[config.mk]
export PLATFORM = sky130hd
export DESIGN_NAME = xshare_ctrl
export DESIGN_NICKNAME = d
export VERILOG_FILES = /design/src/rtl/xshare_pkg.sv /design/src/rtl/xshare_scale.sv /design/src/rtl/xshare_pi.sv /design/src/rtl/xshare_ctrl.sv
export SDC_FILE = /design/constraint.sdc
export NUM_CORES = 2
export LEC_CHECK = 0
export CORE_ASPECT_RATIO = 0.75
export CORE_MARGIN = 3
export CORE_UTILIZATION = 45
export DETAILED_ROUTE_END_ITERATION = 6
export DONT_BUFFER_PORTS = 1
export PLACE_DENSITY = 0.58
export SYNTH_ARGS = -nofsm -noshare
export SYNTH_HDL_FRONTEND = slang
export SYNTH_HIERARCHICAL = 1
export SYNTH_SLANG_ARGS = --single-unit
[constraint.sdc]
create_clock -name clk -period 17.8 [get_ports clk]
set_input_delay 0.89 -clock clk [delete_from_list [all_inputs] [get_ports clk]]
set_output_delay 0.89 -clock clk [all_outputs]
set_load 0.02 [all_outputs]
[src/rtl/xshare_pkg.sv]
package xshare_pkg;
   localparam int XS_DW   = 16;
   localparam int XS_AW   = 48;
   localparam int XS_FRAC = 8;
   localparam int XS_KP_V = 1024;
   localparam int XS_KI_V = 20;
   localparam int XS_KP_I = 2560;
   localparam int XS_KI_I = 64;
   localparam int XS_KS_V = 26;
   localparam int XS_KS_I = 13;
endpackage

[src/rtl/xshare_scale.sv]
module xshare_scale #(
   parameter int DW   = 16,
   parameter int AW   = 48,
   parameter int FRAC = 8,
   parameter int KS   = 26
) (
   input  logic signed [DW-1:0] meas,
   output logic signed [DW-1:0] fb
);
   localparam logic signed [AW-1:0] KS_W = AW'(KS);

   if (KS < 0 || KS >= (1 << FRAC)) begin : g_bad_gain
      $error("xshare_scale: KS must attenuate");
   end

   logic signed [AW-1:0] meas_w;
   logic signed [AW-1:0] prod;

   always_comb begin
      meas_w = AW'(meas);
      prod   = meas_w * KS_W;
      fb     = DW'(prod >>> FRAC);
   end

   // attenuating scale never flips sign
   always_comb begin
      a_r2_sign_kept: assert (!(meas >= 0 && fb < 0));
   end
endmodule

[src/rtl/xshare_pi.sv]
module xshare_pi #(
   parameter int DW   = 16,
   parameter int AW   = 48,
   parameter int FRAC = 8,
   parameter int KP   = 1024,
   parameter int KI   = 20
) (
   input  logic                 clk,
   input  logic                 rst_n,
   input  logic                 en,
   input  logic signed [DW-1:0] ref_val,
   input  logic signed [DW-1:0] fb,
   input  logic signed [DW-1:0] lo,
   input  logic signed [DW-1:0] hi,
   output logic signed [DW-1:0] out_q
);
   localparam logic signed [AW-1:0] KP_W = AW'(KP);
   localparam logic signed [AW-1:0] KI_W = AW'(KI);

   if (AW < 2 * DW + FRAC + 4) begin : g_bad_aw
      $error("xshare_pi: accumulator too narrow");
   end
   if (KP < 0 || KI < 0) begin : g_bad_gain
      $error("xshare_pi: gains must be non-negative");
   end

   logic signed [DW:0]   err;
   logic signed [AW-1:0] err_w, lo_s, hi_s, sum, integ_q, integ_raw, integ_d;
   logic                 sat_hi, sat_lo, hold;
   logic signed [DW-1:0] out_d;

   always_comb begin
      err       = (DW+1)'(ref_val) - (DW+1)'(fb);
      err_w     = AW'(err);
      lo_s      = AW'(lo) <<< FRAC;
      hi_s      = AW'(hi) <<< FRAC;
      sum       = err_w * KP_W + integ_q;
      sat_hi    = sum > hi_s;
      sat_lo    = sum < lo_s;
      if (sat_hi)      out_d = hi;
      else if (sat_lo) out_d = lo;
      else             out_d = DW'(sum >>> FRAC);
      hold      = (sat_hi && err > 0) || (sat_lo && err < 0);
      integ_raw = integ_q + err_w * KI_W;
      if (integ_raw > hi_s)      integ_d = hi_s;
      else if (integ_raw < lo_s) integ_d = lo_s;
      else                       integ_d = integ_raw;
   end

   always_ff @(posedge clk) begin
      if (!rst_n) begin
         out_q   <= '0;
         integ_q <= '0;
      end else if (en) begin
         out_q <= out_d;
         if (!hold) integ_q <= integ_d;
      end
   end

   // every result lies inside the limits it was computed with
   a_r6_out_limited: assert property (@(posedge clk) disable iff (!rst_n)
      ($past(en) && $past(lo) <= $past(hi)) |-> (out_q >= $past(lo) && out_q <= $past(hi)));
   // a changed integrator lies inside its scaled limits
   a_r5_integ_limited: assert property (@(posedge clk) disable iff (!rst_n)
      ($past(en) && $past(lo) <= $past(hi) && integ_q != $past(integ_q))
      |-> (integ_q >= $past(lo_s) && integ_q <= $past(hi_s)));
   // integrator holds while pushed further into saturation
   a_r7_hold_high: assert property (@(posedge clk) disable iff (!rst_n)
      (en && sat_hi && err > 0) |=> $stable(integ_q));
   a_r7_hold_low: assert property (@(posedge clk) disable iff (!rst_n)
      (en && sat_lo && err < 0) |=> $stable(integ_q));
endmodule

[src/rtl/xshare_ctrl.sv]
module xshare_ctrl
   import xshare_pkg::*;
#(
   parameter int DW   = XS_DW,
   parameter int AW   = XS_AW,
   parameter int FRAC = XS_FRAC,
   parameter int KP_V = XS_KP_V,
   parameter int KI_V = XS_KI_V,
   parameter int KP_I = XS_KP_I,
   parameter int KI_I = XS_KI_I,
   parameter int KS_V = XS_KS_V,
   parameter int KS_I = XS_KS_I
) (
   input  logic                 clk,
   input  logic                 rst_n,
   input  logic                 smp_vld,
   input  logic signed [DW-1:0] v_ref,
   input  logic signed [DW-1:0] v_meas,
   input  logic signed [DW-1:0] i_meas1,
   input  logic signed [DW-1:0] i_meas2,
   input  logic signed [DW-1:0] ref_lo,
   input  logic signed [DW-1:0] ref_hi,
   input  logic signed [DW-1:0] duty_lo,
   input  logic signed [DW-1:0] duty_hi,
   output logic signed [DW-1:0] iref,
   output logic signed [DW-1:0] duty1,
   output logic signed [DW-1:0] duty2,
   output logic                 out_vld
);
   localparam int NMOD = 2;

   if (DW < 4 || FRAC < 1 || FRAC >= DW) begin : g_bad_width
      $error("xshare_ctrl: bad width or fraction setting");
   end

   logic signed [DW-1:0] v_fb;
   logic signed [DW-1:0] i_raw  [NMOD];
   logic signed [DW-1:0] i_fb   [NMOD];
   logic signed [DW-1:0] i_fb_q [NMOD];
   logic signed [DW-1:0] duty_q [NMOD];
   logic                 stage_q;

   assign i_raw[0] = i_meas1;
   assign i_raw[1] = i_meas2;

   xshare_scale #(.DW(DW), .AW(AW), .FRAC(FRAC), .KS(KS_V)) u_vscale (
      .meas(v_meas), .fb(v_fb));

   xshare_pi #(.DW(DW), .AW(AW), .FRAC(FRAC), .KP(KP_V), .KI(KI_V)) u_outer (
      .clk(clk), .rst_n(rst_n), .en(smp_vld), .ref_val(v_ref), .fb(v_fb),
      .lo(ref_lo), .hi(ref_hi), .out_q(iref));

   for (genvar g = 0; g < NMOD; g++) begin : g_mod
      xshare_scale #(.DW(DW), .AW(AW), .FRAC(FRAC), .KS(KS_I)) u_iscale (
         .meas(i_raw[g]), .fb(i_fb[g]));

      always_ff @(posedge clk) begin
         if (!rst_n)       i_fb_q[g] <= '0;
         else if (smp_vld) i_fb_q[g] <= i_fb[g];
      end

      // crossed feedback: each module's loop sees the partner's current
      xshare_pi #(.DW(DW), .AW(AW), .FRAC(FRAC), .KP(KP_I), .KI(KI_I)) u_inner (
         .clk(clk), .rst_n(rst_n), .en(stage_q), .ref_val(iref),
         .fb(i_fb_q[NMOD-1-g]), .lo(duty_lo), .hi(duty_hi), .out_q(duty_q[g]));
   end

   always_ff @(posedge clk) begin
      if (!rst_n) begin
         stage_q <= 1'b0;
         out_vld <= 1'b0;
      end else begin
         stage_q <= smp_vld;
         out_vld <= stage_q;
      end
   end

   assign duty1 = duty_q[0];
   assign duty2 = duty_q[1];

   // valid pulse only two edges after a strobe
   a_r8_vld_origin: assert property (@(posedge clk) disable iff (!rst_n)
      out_vld |-> $past(smp_vld, 2));
   // duty words hold without a strobe two edges back
   a_r8_duty_hold: assert property (@(posedge clk) disable iff (!rst_n)
      !$past(smp_vld, 2) |-> ($stable(duty1) && $stable(duty2)));
   // reference holds without a strobe
   a_r8_iref_hold: assert property (@(posedge clk) disable iff (!rst_n)
      !$past(smp_vld) |-> $stable(iref));
endmodule

# Word level (Yosys, flattened, before mapping)
# Memories as Yosys holds them, arrays and structs flattened.
# Index checks and enable logic that the tools add are counted.
# totals
mem_bits_rw,32
inputBits,131
regBits,194
mem_count,1
wordCells,77
# classes
bitwise_logic,5
mux,18
mul,6
reduce_logical,12
addsub,9
order_cmp,18
# mem_list
name,depth,word_bits,rd,rd_ports_with_merged_regs,wr,line,source
i_fb_q,2,16,2,0,2,xshare_ctrl.sv:39,logic signed [DW-1:0] i_fb_q [NMOD];
# op_table
operator,n
$gt 48x24->1,6
$lt 48x24->1,6
$mux 48,6
$add 48x48->48,3
$mux 16,8
$add 48x23->48,2
$mul 16x5->21 const B,3
$mul 17x4->21 const B,3
$gt 17x1->1 const B,3
$lt 17x1->1 const B,3
$add 27x48->48,1
$sub 16x16->17,2
$sub 16x14->17,1
$logic_and 1x1->1,6
$reduce_and 2->1,3
$mux 1,4
$logic_or 1x1->1,3
$not 1->1,3
$or 1x1->1,2

# Logic depth before layout (Yosys ltp)
# An unclocked memory read counts as a cell.
# depth
depth_word,9
mapped_depth,57

# Cells and area by module
# Netlist, hierarchy kept.
# modules_own_cells
module,instances,cells_each,area_per_inst_um2
xshare_pi (u_outer),1,1696,12911.1
xshare_pi (g_mod[0].u_inner),1,1630,12477.0
xshare_pi (g_mod[1].u_inner),1,1635,12418.2
xshare_scale (g_mod[0].u_iscale ...),2,155,1400.1
xshare_scale (u_vscale),1,192,1602.8
xshare_ctrl,1,75,1290.0

# Least setup slack after synthesis
# OpenSTA, ideal clock, no wires.
# synth_path
path_kind,input to register
from,in v_meas[5]
to,reg u_outer.integ_q[46]
n_path_buf,2
setup_ns,0.091
t_arrival_ns,12.853
path_stages,46
t_required_ns,17.709
path_slack_ns,4.856
cell_sequence,ha_1 -> ha_1 -> inv_1 -> fa_1 -> inv_1 -> ha_1 -> buf_6 -> a21o_1 -> a221oi_2 -> o2bb2ai_2 -> or4_1 -> o311ai_1 -> inv_1 -> ha_1 -> and4_1 -> a21oi_1 -> o21ai_1 -> o311a_1 -> [... 10 more ...] -> and2_1 -> a221oi_1 -> o31ai_1 -> a2111oi_0 -> nor3_1 -> o22ai_1 -> xor3_1 -> ha_1 -> nand4_1 -> nor3_1 -> nand4_1 -> or4b_1 -> o41ai_1 -> mux2i_1 -> nor2_2 -> clkbuf_1 -> nand3b_1 -> a311oi_1
# synth_via
elab_chain_cells,8
word_cells_on_any_way,18
# synth_rtl
item,line,source
from (decl),xshare_ctrl.sv:18,"input logic signed [DW-1:0] v_meas,"
$mul 16x5->21 *,xshare_scale.sv:21,prod = meas_w * KS_W;
via v_fb[9],xshare_ctrl.sv:36,logic signed [DW-1:0] v_fb;
$sub 16x14->17 *,xshare_pi.sv:33,err = (DW+1)'(ref_val) - (DW+1)'(fb);
branches (longest 6 deep; another with $add 48x48->48),--,
to (signal assigned),xshare_pi.sv:56,if (!hold) integ_q <= integ_d;
to (decl),xshare_pi.sv:28,"logic signed [AW-1:0] err_w, lo_s, hi_s, sum, integ_q, integ_raw, integ_d;"
# Mark *: on every way through the listed nets, which the timed path passes.
# A chain may end at the register's enable or synchronous reset.

# Worst setup path after layout
# layout_path
from,in v_meas[7]
to,reg u_outer.integ_q[23]
# Same word-level chain as after synthesis.

==> results.md <==
STA:
- The number of hold-slack violations in the final timing report is 0.
- The setup TNS after final layout is 0 ns.
- The setup clock skew after layout is ~0.054 ns.
- Of the available clock period, the critical path in the final layout requires 0.768.
- Timing would allow up to between 0.07 and 0.08 GHz.
- Setup violations remaining at the end of the flow were counted as 0.
- The final number of max-transition violations is 0.
- At the pin with the least slew margin, the transition time is 1.17 ns.
- The worst pin sits at a relative slew slack of 0.205.
- Setup repair after global routing left no endpoint under its margin.
- The shortest clock period the worst path allows after layout is ~14 ns.

Drt:
- The aggregate routed wire length is ~140000 um.
- In the routed layout, each cell is associated on average with a via count of just over 6.
- The first-iteration detailed-routing DRC count is 3550.
- Across all layers, the routed design uses ~41000 vias.
- For this run, design rule violations remaining after detail routing come to 0.
- The number of detailed-route iterations in the first pass is 5.
- Dividing the detail-routed wire length by the instance count gives about 21 um.
- The remaining number of nets flagged by the antenna check after routing is 0.

Clock tree:
- The CTS tree is yes.
- The number of gates resized after CTS is 0.
- The insertion delay of the later-clocked pin in the worst-skew pair is roughly 0.65 ns.
- Clock-pin slew was measured on the worst setup and hold paths at approximately 0.070 ns.
- The total of hold buffers inserted after clock tree synthesis is 0.
- The number of buffers inserted during clock tree synthesis is 29.
- The clock drives 212 sinks.
- The H-tree depth is 1.
- The number of buffers on the longest clock path is 3.
- The tree is rooted in a clkbuf_16.
- The number of setup buffers added after CTS is 0.

Synthesis:
- The most instantiated flip-flop cell in the synthesis netlist is dfxtp_1.
- The synthesized flop and latch total is between 200 and 250.
- The share of Yosys cell area claimed by the top area cell type is 0.281.
- The async set-or-reset flop fraction in the synthesized netlist is 0.
- The proportion of synthesized chip area in sequential cells is 0.105.
- The synthesized netlist contains roughly 120 unique library cells.
- Counting every net in the synthesized netlist gives about 6700.
- The average instance in the mapped netlist occupies 7.85 sq um.
- The post-synthesis instance area is roughly 0.043 sq mm.
- By area the synthesized netlist is led by ha_1, dfxtp_1, a21oi_1.
- The number of enable flip-flop cells after synthesis is 32.
- The Yosys step of the flow raised 6 warnings.
- The cell taking the most area after synthesis is ha_1.
- The instance count of the mapped netlist is between 5000 and 6000.

Place:
- Detailed placement ended at an HPWL of 114000 um.
- The final RePlAce weighted congestion is 0.958.
- Port buffering added 0 buffers.

Final layout:
- At the end of the flow, the number of nets in the layout was roughly 6600.
- The area overhead of the layout relative to synthesis is 5.25%.
- In the final layout, the share of cells above drive strength 1 is 0.0536.
- Counting the fill cells in the layout gives ~9400.
- The multi-input logic area is 0.0368 sq mm.
- In the final layout, flip-flops and latches occupy approximately 0.0046 sq mm.

Worst setup path:
- The maximum net fanout on the critical path is 35.
- The type of element capturing the critical path is a register.
- The worst stage delay on the critical path is 0.60 ns.
- Among the stages of the critical path, the cell type that occurs most often is ha_1.
- For the worst setup path, the data arrival time is ~14 ns.
- The data required time of the worst path is about 18 ns.
- The critical path is of the primary input to register type.
- Among all stages on the critical path, the largest delay is contributed by o41ai_1.
- STA classifies the critical path startpoint as a primary input.

Flow run:
- Across the run, the number of max-cap violations was 0.

Global routing:
- met1 is the most crowded layer.
- The total congestion overflow is 0.
- Entering global routing, the biggest net connects around 120 pins.
- The met1 routing resource usage after global routing is 0.413.
- For this run, the total global-route usage over all layers was measured as 0.268.
- For this run, global-route usage on met2 was measured as 0.390.
- The number of global-route vias before repair is between 30000 and 40000.
- The number of antenna violations at the first check in global routing was 2.
- The met3 routing resource usage after global routing is 0.0463.
- The first global-routing pass estimated around 220000 um of wire.

Die:
- The die is about 370 um wide.
- The initial utilization of the core area, before any placement, comes to 0.455.
- The I/O pin count is 180.
- The floorplan die height is approximately 280 um.
- The die covers approximately 0.10 sq mm.
- The core region area is between 0.09 and 0.1 sq mm.
- The number of placement rows is 98.

Hold path:
- The min-delay analysis places its worst path in the category primary input to register.

Outcome:
- The flow ran to the end, and the final reports show no timing, DRC or antenna violations.
sequential cells by signal (all words and copies together), names as in the netlist:
name                   count
u_outer/integ_q           46
g_mod.u_inner/integ_q     84
out_vld                    1
i_fb_q                    32
stage_q                    1
g_mod.u_inner/out_q       32
u_outer/out_q             16
critical path: cells and delay by family:
| family | cells | cell delay, ns |
|---|---|---|
| compound gates | 19 | 5.66 |
| simple gates | 10 | 2.64 |
| mux | 1 | 0.45 |
| fa+ha+maj | 9 | 3.10 |
| buf+inv | 5 | 0.84 |
| xor+xnor | 2 | 0.56 |
cell usage after synthesis (27+ instances only):
library cell and number:
o21ai_0 290, nand2_1 385, nand2b_1 76, nor2b_1 52, fa_1 57, xor2_1 97, nor4_1 39, or3_1 29
ha_1 977, and3_2 30, o21bai_1 49, dfxtp_1 180, nor3_1 102, nand4_1 137, edfxtp_1 32, a21o_1 217
nor2_1 348, a211oi_1 92, a31oi_1 38, and3_1 39, nand3_1 132, xnor2_1 209, o21a_1 61, and2_1 50
mux2i_1 58, a21oi_1 596, o22ai_1 27, inv_1 421, mux2_2 41, clkbuf_1 92, o211ai_1 72
metrics by stage:
stage / instances / setup slack [ns] / hold slack (ns) / util / area (sq um)
floorplan: 5538 / 4.86 / 0.449 / - / 43500
global placement: 6681 / 4.08 / 0.485 / 0.468 / 44700
detailed placement: 6681 / 3.79 / 0.490 / 0.468 / 44700
CTS: 6734 / 4.33 / 0.366 / 0.479 / 45800
global route: 6736 / 3.34 / 0.386 / 0.479 / 45800
finish: 6737 / 4.14 / 0.395 / 0.479 / 45800
placed cells by master (no fill, tap or decap), types with 50 or more instances in the layout:
cell	synthesis	final
a21o_1	217	217
fa_1	57	57
o21ai_0	290	290
a21oi_1	596	596
dfxtp_1	180	179
o21a_1	61	61
inv_1	421	415
ha_1	977	977
nor3_1	102	102
nor2b_1	52	52
o211ai_1	72	72
nor2_1	348	348
and2_1	50	50
a211oi_1	92	92
mux2i_1	58	55
nand4_1	137	137
nand2_1	385	385
xor2_1	97	95
nand3_1	132	132
nand2b_1	76	76
xnor2_1	209	207
kinds of logic after synthesis:
family | share of synthesized area
muxes | 0.0250
and+or+nand+nor | 0.180
xor gates and xnor gates | 0.0622
adders and majority gates | 0.307
AOI/OAI and AO/OA | 0.269
buffers and inverters | 0.0518
DFF | 0.105
path summary, 6_finish.rpt:
path                            cells past startpoint                            to  slack [ns]          startpoint
worst min-delay path                                2    g_mod[0].u_inner/out_q[12]        0.40               rst_n
worst max register to register                     38  g_mod[1].u_inner/integ_q[14]        5.29    u_outer/out_q[0]
worst min register to register                      2            u_outer/integ_q[2]        0.51  u_outer/integ_q[2]
worst max-delay path                               46           u_outer/integ_q[23]        4.14           v_meas[7]
cell type report:
type                    count  area share
repair buffers             35     0.00574
clock inverters            19     0.00558
diodes                      3    0.000164
flip-flops and latches    212      0.0997
clock buffers              34      0.0171
inverters                 424      0.0348
well taps                1250      0.0342
multi-input cells        4760       0.803
routing by layer:
metal | vias to the layer above | part of all wire
met2 | 1373 | 0.40
met3 | 98 | 0.085
met5 | - | 0
met4 | 0 | 0.016
li1 | 20600 | -
met1 | 19200 | 0.50
Power is not shown: default switching activity piles up to over one toggle a cycle in this logic, so the estimate is an artifact.
